**src/rtl/mul_pkg.sv**
```systemverilog
package mul_pkg;

  typedef enum logic [1:0] {
    SEL_LO   = 2'b00,
    SEL_HI   = 2'b01,
    SEL_HI32 = 2'b10,
    SEL_RSV  = 2'b11
  } mul_sel_e;

  typedef struct packed {
    logic neg;
    logic one;
    logic two;
  } booth_dig_t;

endpackage

```
**src/rtl/mul_booth_recode.sv**
```systemverilog
module mul_booth_recode
  import mul_pkg::*;
(
  input  logic [2:0] trip_i,
  output booth_dig_t dig_o
);

  always_comb begin
    dig_o.one = trip_i[1] ^ trip_i[0];
    dig_o.two = (trip_i == 3'b011) || (trip_i == 3'b100);
    dig_o.neg = trip_i[2] & ~(trip_i[1] & trip_i[0]);
  end

endmodule

```
**src/rtl/mul_datapath.sv**
```systemverilog
module mul_datapath
  import mul_pkg::*;
#(
  parameter int OW = 65
) (
  input  logic            clk,
  input  logic            rst_n,
  input  logic            load_i,
  input  logic            step_i,
  input  logic [OW-1:0]   opa_i,
  input  logic [OW-1:0]   opb_i,
  output logic [2*OW-1:0] acc_o
);

  localparam int PW = 2 * OW;
  localparam int MW = OW + 1;

  logic [PW-1:0] acc_q, acc_d;
  logic [PW-1:0] mcand_q, mcand_d;
  logic [MW-1:0] mplier_q, mplier_d;
  logic          prev_q, prev_d;

  booth_dig_t    dig;
  logic [PW-1:0] pp;
  logic [PW-1:0] addend;

  mul_booth_recode recode_i (
    .trip_i ({mplier_q[1:0], prev_q}),
    .dig_o  (dig)
  );

  always_comb begin
    if (dig.two)      pp = {mcand_q[PW-2:0], 1'b0};
    else if (dig.one) pp = mcand_q;
    else              pp = '0;
    addend = dig.neg ? ~pp : pp;
  end

  always_comb begin
    acc_d    = acc_q;
    mcand_d  = mcand_q;
    mplier_d = mplier_q;
    prev_d   = prev_q;
    if (load_i) begin
      acc_d    = '0;
      mcand_d  = {{(PW-OW){opa_i[OW-1]}}, opa_i};
      mplier_d = {opb_i[OW-1], opb_i};
      prev_d   = 1'b0;
    end else if (step_i) begin
      acc_d    = acc_q + addend + {{(PW-1){1'b0}}, dig.neg};
      mcand_d  = {mcand_q[PW-3:0], 2'b00};
      mplier_d = {{2{mplier_q[MW-1]}}, mplier_q[MW-1:2]};
      prev_d   = mplier_q[1];
    end
  end

  always_ff @(posedge clk or negedge rst_n) begin
    if (!rst_n) begin
      acc_q    <= '0;
      mcand_q  <= '0;
      mplier_q <= '0;
      prev_q   <= 1'b0;
    end else if (load_i || step_i) begin
      acc_q    <= acc_d;
      mcand_q  <= mcand_d;
      mplier_q <= mplier_d;
      prev_q   <= prev_d;
    end
  end

  assign acc_o = acc_q;

  // a load always clears the running sum before the first step
  a_r1_load_clears: assert property (@(posedge clk) disable iff (!rst_n)
    load_i |=> (acc_q == '0));

endmodule

```
**src/rtl/mul_ctrl.sv**
```systemverilog
module mul_ctrl #(
  parameter int STEPS = 33
) (
  input  logic clk,
  input  logic rst_n,
  input  logic start_i,
  output logic load_o,
  output logic step_o,
  output logic fin_o
);

  localparam int CW = $clog2(STEPS);
  localparam logic [CW-1:0] LAST = CW'(STEPS - 1);

  typedef enum logic [1:0] {ST_IDLE, ST_RUN, ST_FIN} ctrl_st_e;

  ctrl_st_e      st_q, st_d;
  logic [CW-1:0] cnt_q, cnt_d;

  assign load_o = start_i && (st_q == ST_IDLE);
  assign step_o = (st_q == ST_RUN);
  assign fin_o  = (st_q == ST_FIN);

  always_comb begin
    st_d  = st_q;
    cnt_d = cnt_q;
    unique case (st_q)
      ST_IDLE: if (start_i) begin
        st_d  = ST_RUN;
        cnt_d = '0;
      end
      ST_RUN: begin
        cnt_d = cnt_q + CW'(1);
        if (cnt_q == LAST) st_d = ST_FIN;
      end
      ST_FIN: st_d = ST_IDLE;
      default: st_d = ST_IDLE;
    endcase
  end

  always_ff @(posedge clk or negedge rst_n) begin
    if (!rst_n) begin
      st_q  <= ST_IDLE;
      cnt_q <= '0;
    end else begin
      st_q  <= st_d;
      cnt_q <= cnt_d;
    end
  end

  // a start seen mid-run neither restarts nor stalls the step count
  a_r5_ignore_busy: assert property (@(posedge clk) disable iff (!rst_n)
    (st_q == ST_RUN && start_i && cnt_q != LAST) |=>
      (st_q == ST_RUN && cnt_q == $past(cnt_q) + CW'(1)));

  // the finish state lasts exactly one cycle
  a_r4_fin_once: assert property (@(posedge clk) disable iff (!rst_n)
    (st_q == ST_FIN) |=> (st_q == ST_IDLE));

endmodule

```
**src/rtl/mul_format.sv**
```systemverilog
module mul_format
  import mul_pkg::*;
#(
  parameter int DW = 64
) (
  input  mul_sel_e            sel_i,
  input  logic                mode32_i,
  input  logic [2*DW+1:0]     prod_i,
  output logic [DW-1:0]       res_o,
  output logic                ovf_o
);

  localparam int PW = 2 * DW + 2;
  localparam int HW = DW / 2;

  logic ovf_wide, ovf_narrow;

  always_comb begin
    ovf_wide   = !((&prod_i[PW-1:DW-1]) || !(|prod_i[PW-1:DW-1]));
    ovf_narrow = !((&prod_i[PW-1:HW-1]) || !(|prod_i[PW-1:HW-1]));
    res_o = prod_i[DW-1:0];
    ovf_o = 1'b0;
    unique case (sel_i)
      SEL_HI:   res_o = prod_i[2*DW-1:DW];
      SEL_HI32: res_o = {2{prod_i[DW-1:HW]}};
      default: begin
        res_o = prod_i[DW-1:0];
        ovf_o = mode32_i ? ovf_narrow : ovf_wide;
      end
    endcase
  end

endmodule

```
**src/rtl/mul_iter_unit.sv**
```systemverilog
module mul_iter_unit
  import mul_pkg::*;
#(
  parameter int DW = 64
) (
  input  logic          clk,
  input  logic          rst_n,
  input  logic          start_i,
  input  logic [1:0]    sel_i,
  input  logic          mode32_i,
  input  logic [DW:0]   opa_i,
  input  logic [DW:0]   opb_i,
  output logic          done_o,
  output logic [DW-1:0] result_o,
  output logic          ovf_o
);

  localparam int OW    = DW + 1;
  localparam int PW    = 2 * OW;
  localparam int STEPS = (OW + 1) / 2;

  logic          load, step, fin;
  logic [PW-1:0] prod;
  logic [DW-1:0] res_d;
  logic          ovf_d;

  mul_sel_e      sel_q;
  logic          m32_q;
  logic          done_q;
  logic [DW-1:0] res_q;
  logic          ovf_q;

  mul_ctrl #(.STEPS(STEPS)) ctrl_i (
    .clk     (clk),
    .rst_n   (rst_n),
    .start_i (start_i),
    .load_o  (load),
    .step_o  (step),
    .fin_o   (fin)
  );

  mul_datapath #(.OW(OW)) dp_i (
    .clk    (clk),
    .rst_n  (rst_n),
    .load_i (load),
    .step_i (step),
    .opa_i  (opa_i),
    .opb_i  (opb_i),
    .acc_o  (prod)
  );

  mul_format #(.DW(DW)) fmt_i (
    .sel_i    (sel_q),
    .mode32_i (m32_q),
    .prod_i   (prod),
    .res_o    (res_d),
    .ovf_o    (ovf_d)
  );

  always_ff @(posedge clk or negedge rst_n) begin
    if (!rst_n) begin
      sel_q <= SEL_LO;
      m32_q <= 1'b0;
    end else if (load) begin
      sel_q <= mul_sel_e'(sel_i);
      m32_q <= mode32_i;
    end
  end

  always_ff @(posedge clk or negedge rst_n) begin
    if (!rst_n) begin
      done_q <= 1'b0;
      res_q  <= '0;
      ovf_q  <= 1'b0;
    end else begin
      done_q <= fin;
      if (fin) begin
        res_q <= res_d;
        ovf_q <= ovf_d;
      end
    end
  end

  assign done_o   = done_q;
  assign result_o = res_q;
  assign ovf_o    = ovf_q;

  // completion is a single-cycle pulse
  a_r4_done_pulse: assert property (@(posedge clk) disable iff (!rst_n)
    done_q |=> !done_q);

  // outputs hold whenever no completion is being reported
  a_r9_hold: assert property (@(posedge clk) disable iff (!rst_n)
    !done_q |-> ($stable(res_q) && $stable(ovf_q)));

  // high selects never raise overflow
  a_r8_no_ovf_high: assert property (@(posedge clk) disable iff (!rst_n)
    (done_q && (sel_q == SEL_HI || sel_q == SEL_HI32)) |-> !ovf_q);

  // the narrow high select mirrors one word into both halves
  a_r3_halves_match: assert property (@(posedge clk) disable iff (!rst_n)
    (done_q && sel_q == SEL_HI32) |-> (res_q[DW-1:DW/2] == res_q[DW/2-1:0]));

endmodule

```
**config.mk**
```make
export PLATFORM = sky130hd
export DESIGN_NAME = mul_iter_unit
export DESIGN_NICKNAME = d
export VERILOG_FILES = /design/src/rtl/mul_pkg.sv /design/src/rtl/mul_booth_recode.sv /design/src/rtl/mul_datapath.sv /design/src/rtl/mul_ctrl.sv /design/src/rtl/mul_format.sv /design/src/rtl/mul_iter_unit.sv
export SDC_FILE = /design/constraint.sdc
export NUM_CORES = 1
export LEC_CHECK = 0
export BUFFER_PORTS_ARGS = -buffer_cell sky130_fd_sc_hd__buf_2
export CORE_ASPECT_RATIO = 0.8
export CORE_UTILIZATION = 35
export DETAILED_ROUTE_END_ITERATION = 8
export SLEW_MARGIN = 30
export SYNTH_ARGS = -nofsm -noshare
export SYNTH_HDL_FRONTEND = slang
export SYNTH_SLANG_ARGS = --single-unit
```
**constraint.sdc**
```tcl
create_clock -name clk -period 5.3 [get_ports clk]
set_input_delay 0.265 -clock clk [delete_from_list [all_inputs] [get_ports clk]]
set_output_delay 0.265 -clock clk [all_outputs]
set_load 0.03 [all_outputs]
```
==> summary.md <==
| Metric | Value |
|---|---|
| Yosys cell types | 73 |
| Total number of vias | 28.5k |
| WL/cell | 22.4 um |
| Largest net degree at the start of global routing | 130 |
| # H-tree levels | 2 |
| Routed WL | 109000 um |
| Die height | 259 um |
| Vias in the first global route | 25.9k |
| Post-synth EDFFs | 0 |
| Layout cells sized above 1 | 12.2% |
| Worst Path Max Fanout | 14 |
| CTS sink cnt | 404 |
| First-pass GRT wire length | 163000 um |
| Initial Util | 35.6% |
| Area contributors post-synth | dfrtp_1, a21oi_1, o21ai_0 |
| Count leader, synth | a21oi_1 |
| Syn Std Cell Area | 28900 um2 |
| Yosys reg bits | 404 |
| 1st-iter DRT viols | 3117 |
| Syn Nets | 3787 |
| Core area | 81100 um2 |
| Worst Slack Setup Final | 115 ps |
| Total grt overflow | 0 |
| Max incr delay on CP | 530 ps |
| Root Buffer | clkbuf_16 |
| Nets | 4023 |
| Register area share after synthesis | 35.0% |
| Ys async rst share | 100% |
| Slowest-stage cell, CP | or4b_4 |
| Hold WC Path Type | input pin to flip-flop |
| Final GP Congestion | 1.01 |
| Via-to-Cell Ratio | 5.83 |
| # setup viols final | 0 |
| Ports | 202 |
| Crit path DAT | 5690 ps |
| GRT Resource Usage Total | 25.1% |
| Drt drc | 0 |
| Final HPWL DP | 79100 um |
| Cells after synthesis | 3516 |
| Status | complete, no violations |
| Max-slew headroom | 29.5% |
| CTS max path bufs | 3 |
| Final setup skew | 26.0 ps |
| Yosys top cell by area | dfrtp_1 |
| Period utilization | 97.8% |
| Hold slack | 164 ps |
| Post-route ant nets | 0 |
| RSZ-0062 raised after global routing | yes |
| Antenna violations before repair | 7 |
| Total of warnings raised by yosys | 0 |
| TritonCTS clock tree | yes |
| CP startpoint kind | flip-flop |
| Final Hold Vio Count | 0 |
| Clock-pin slew on the worst setup and hold paths | 70 ps |
| Synth Area per Inst | 8.21 um2 |
| Die extent in x | 323 um |
| Layout area overhead | 19.7% |
| Clock latency at the later pin of the worst-skew pair | 630 ps |
| Clock buffer count from CTS | 47 |
| Fmax | 193 MHz |
| DP Worst Slack | 31.7 ps |
| Cell seen most often among critical-path stages | a21oi_4 |
| Number of max-cap violations | 0 |
| Least-Margin Pin Slew | 1050 ps |
| Critical path data required time | 5800 ps |
| Die footprint | 83700 um2 |
| 1st-pass router iterations | 6 |
| Top FF cell, synth | dfrtp_1 |
| Commonest cells post-synth | a21oi_1, dfrtp_1, o21ai_0 |
| Rows | 93 |
| Critical path class | flip-flop to flip-flop |
| Port Buffers | 201 |
| CP endpoint kind | flip-flop |
| Min Tclk post-route | 5180 ps |
| Slew Limit Fails | 0 |
| CP cell instances | inv_1 -> ha_4 -> mux2_4 -> buf_4 -> a21oi_1 -> xnor2_1 -> ha_2 -> nand2_1 -> or3_1 -> nor3_4 -> or4b_4 -> a21oi_4 -> o2111ai_4 -> o41ai_4 -> a21oi_4 -> nor3_2 -> o21ai_1 -> a32o_1 |
| Top-area cell type share of the netlist area | 35.0% |
==> worst max-delay path: cells and delay by family, from the launching register on <==
kind | cells | cell delay, ps
multiplexers | 1 | 390
buffers and inverters | 2 | 330
XOR/XNOR | 1 | 100
flip-flops | 1 | 410
adder cells (fa/ha/maj) | 2 | 600
AND/OR/NAND/NOR | 5 | 1540
AO/OA/AOI/OAI | 7 | 1640
==> final timing paths <==
path,start,endpoint,slack [ps],cells past startpoint
max in group asynchronous,rst_n,dp_i.mplier_q[1],3820,3
min reg2reg,result_o[28],result_o[28],470,2
min in group asynchronous,rst_n,dp_i.mcand_q[119],220,2
max,dp_i.prev_q,dp_i.acc_o[126],120,18
max reg2reg,dp_i.prev_q,dp_i.acc_o[126],120,18
min,opb_i[0],dp_i.mplier_q[0],160,4
==> logic make-up (layout without fill, tap and decap cells) <==
family | count (synthesis) | count (layout) | synth area share [%]
flip-flops | 404 | 404 | 35.0
AND/OR/NAND/NOR | 1024 | 1024 | 17.7
XOR/XNOR | 252 | 252 | 7.64
multiplexers | 4 | 5 | 0.147
other | 0 | 4 | 0
adder cells (fa/ha/maj) | 135 | 135 | 5.88
AO/OA/AOI/OAI | 1367 | 1367 | 29.3
buffers and inverters | 330 | 601 | 4.40
==> through the flow <==
stage / utilization [%] / TNS (ps) / cell area, um2 / cells
5_1_grt: 42.6 / -71.1 / 34600 / 4880
2_1_floorplan: - / 0 / 28900 / 3516
4_1_cts: 42.3 / 0 / 34300 / 4871
3_5_place_dp: 38.7 / 0 / 31400 / 4654
3_3_place_gp: 38.7 / 0 / 31400 / 4654
6_report: 42.6 / 0 / 34600 / 4884
==> routing by layer <==
layer / up-vias / part of all wire [%] / track usage [%] / routed length [um]
met5: - / 0.012 / 0 / 13
met4: 2 / 2.5 / 5.87 / 2740
met3: 141 / 10 / 7.42 / 10900
met2: 1176 / 39 / 33.3 / 42900
met1: 13777 / 48 / 38.8 / 52700
li1: 13380 / - / - / -
==> sequential cells by signal (all words and copies together) (netlist names) <==
name and cells:
result_o 64, dp_i.mplier_q 66, ctrl_i.cnt_q 6, done_o 1, ovf_o 1, dp_i.acc_o 130
dp_i.prev_q 1, ctrl_i.st_q 2, dp_i.mcand_q 130, m32_q 1, sel_q 2
==> final cells by class <==
class                           instances  area [um2]
Tap cell                             1092        1370
Clock inverter                         17         220
Clock buffer                           68        1380
Antenna cell                            4        10.0
Fill cell                            8151       46500
Inverter                               53         199
Sequential cell                       404       10100
Multi-Input combinational cell       2783       17700
Timing Repair Buffer                  463        3570
==> cells in the final DEF (no fill, tap or decap), drive strengths merged, types with 14 or more instances in the layout <==
master,instances
a21oi,478
dfrtp,404
o21ai,384
buf,329
nand2,314
nor2,206
xnor2,205
a22oi,159
and3,137
ha,134
nor2b,133
dlygate4sd3,132
nand4,94
a21o,75
clkbuf,70
a221o,67
inv,56
xor2,47
o21bai,45
a221oi,40
nor4,39
nor3,30
nand3,24
o21a,20
o31ai,15
nand2b,14
==> repair_timing <==
action	in CTS	in global routing
endpoints found under the hold margin	211	0
hold buffers	132	0
resized for setup	1	31
buffers inserted	0	5
pin swaps	0	7
setup endpoints to repair	1	15
gates cloned	0	3
Power is not shown: default switching activity piles up to over one toggle a cycle in this logic, so the estimate is an artifact.
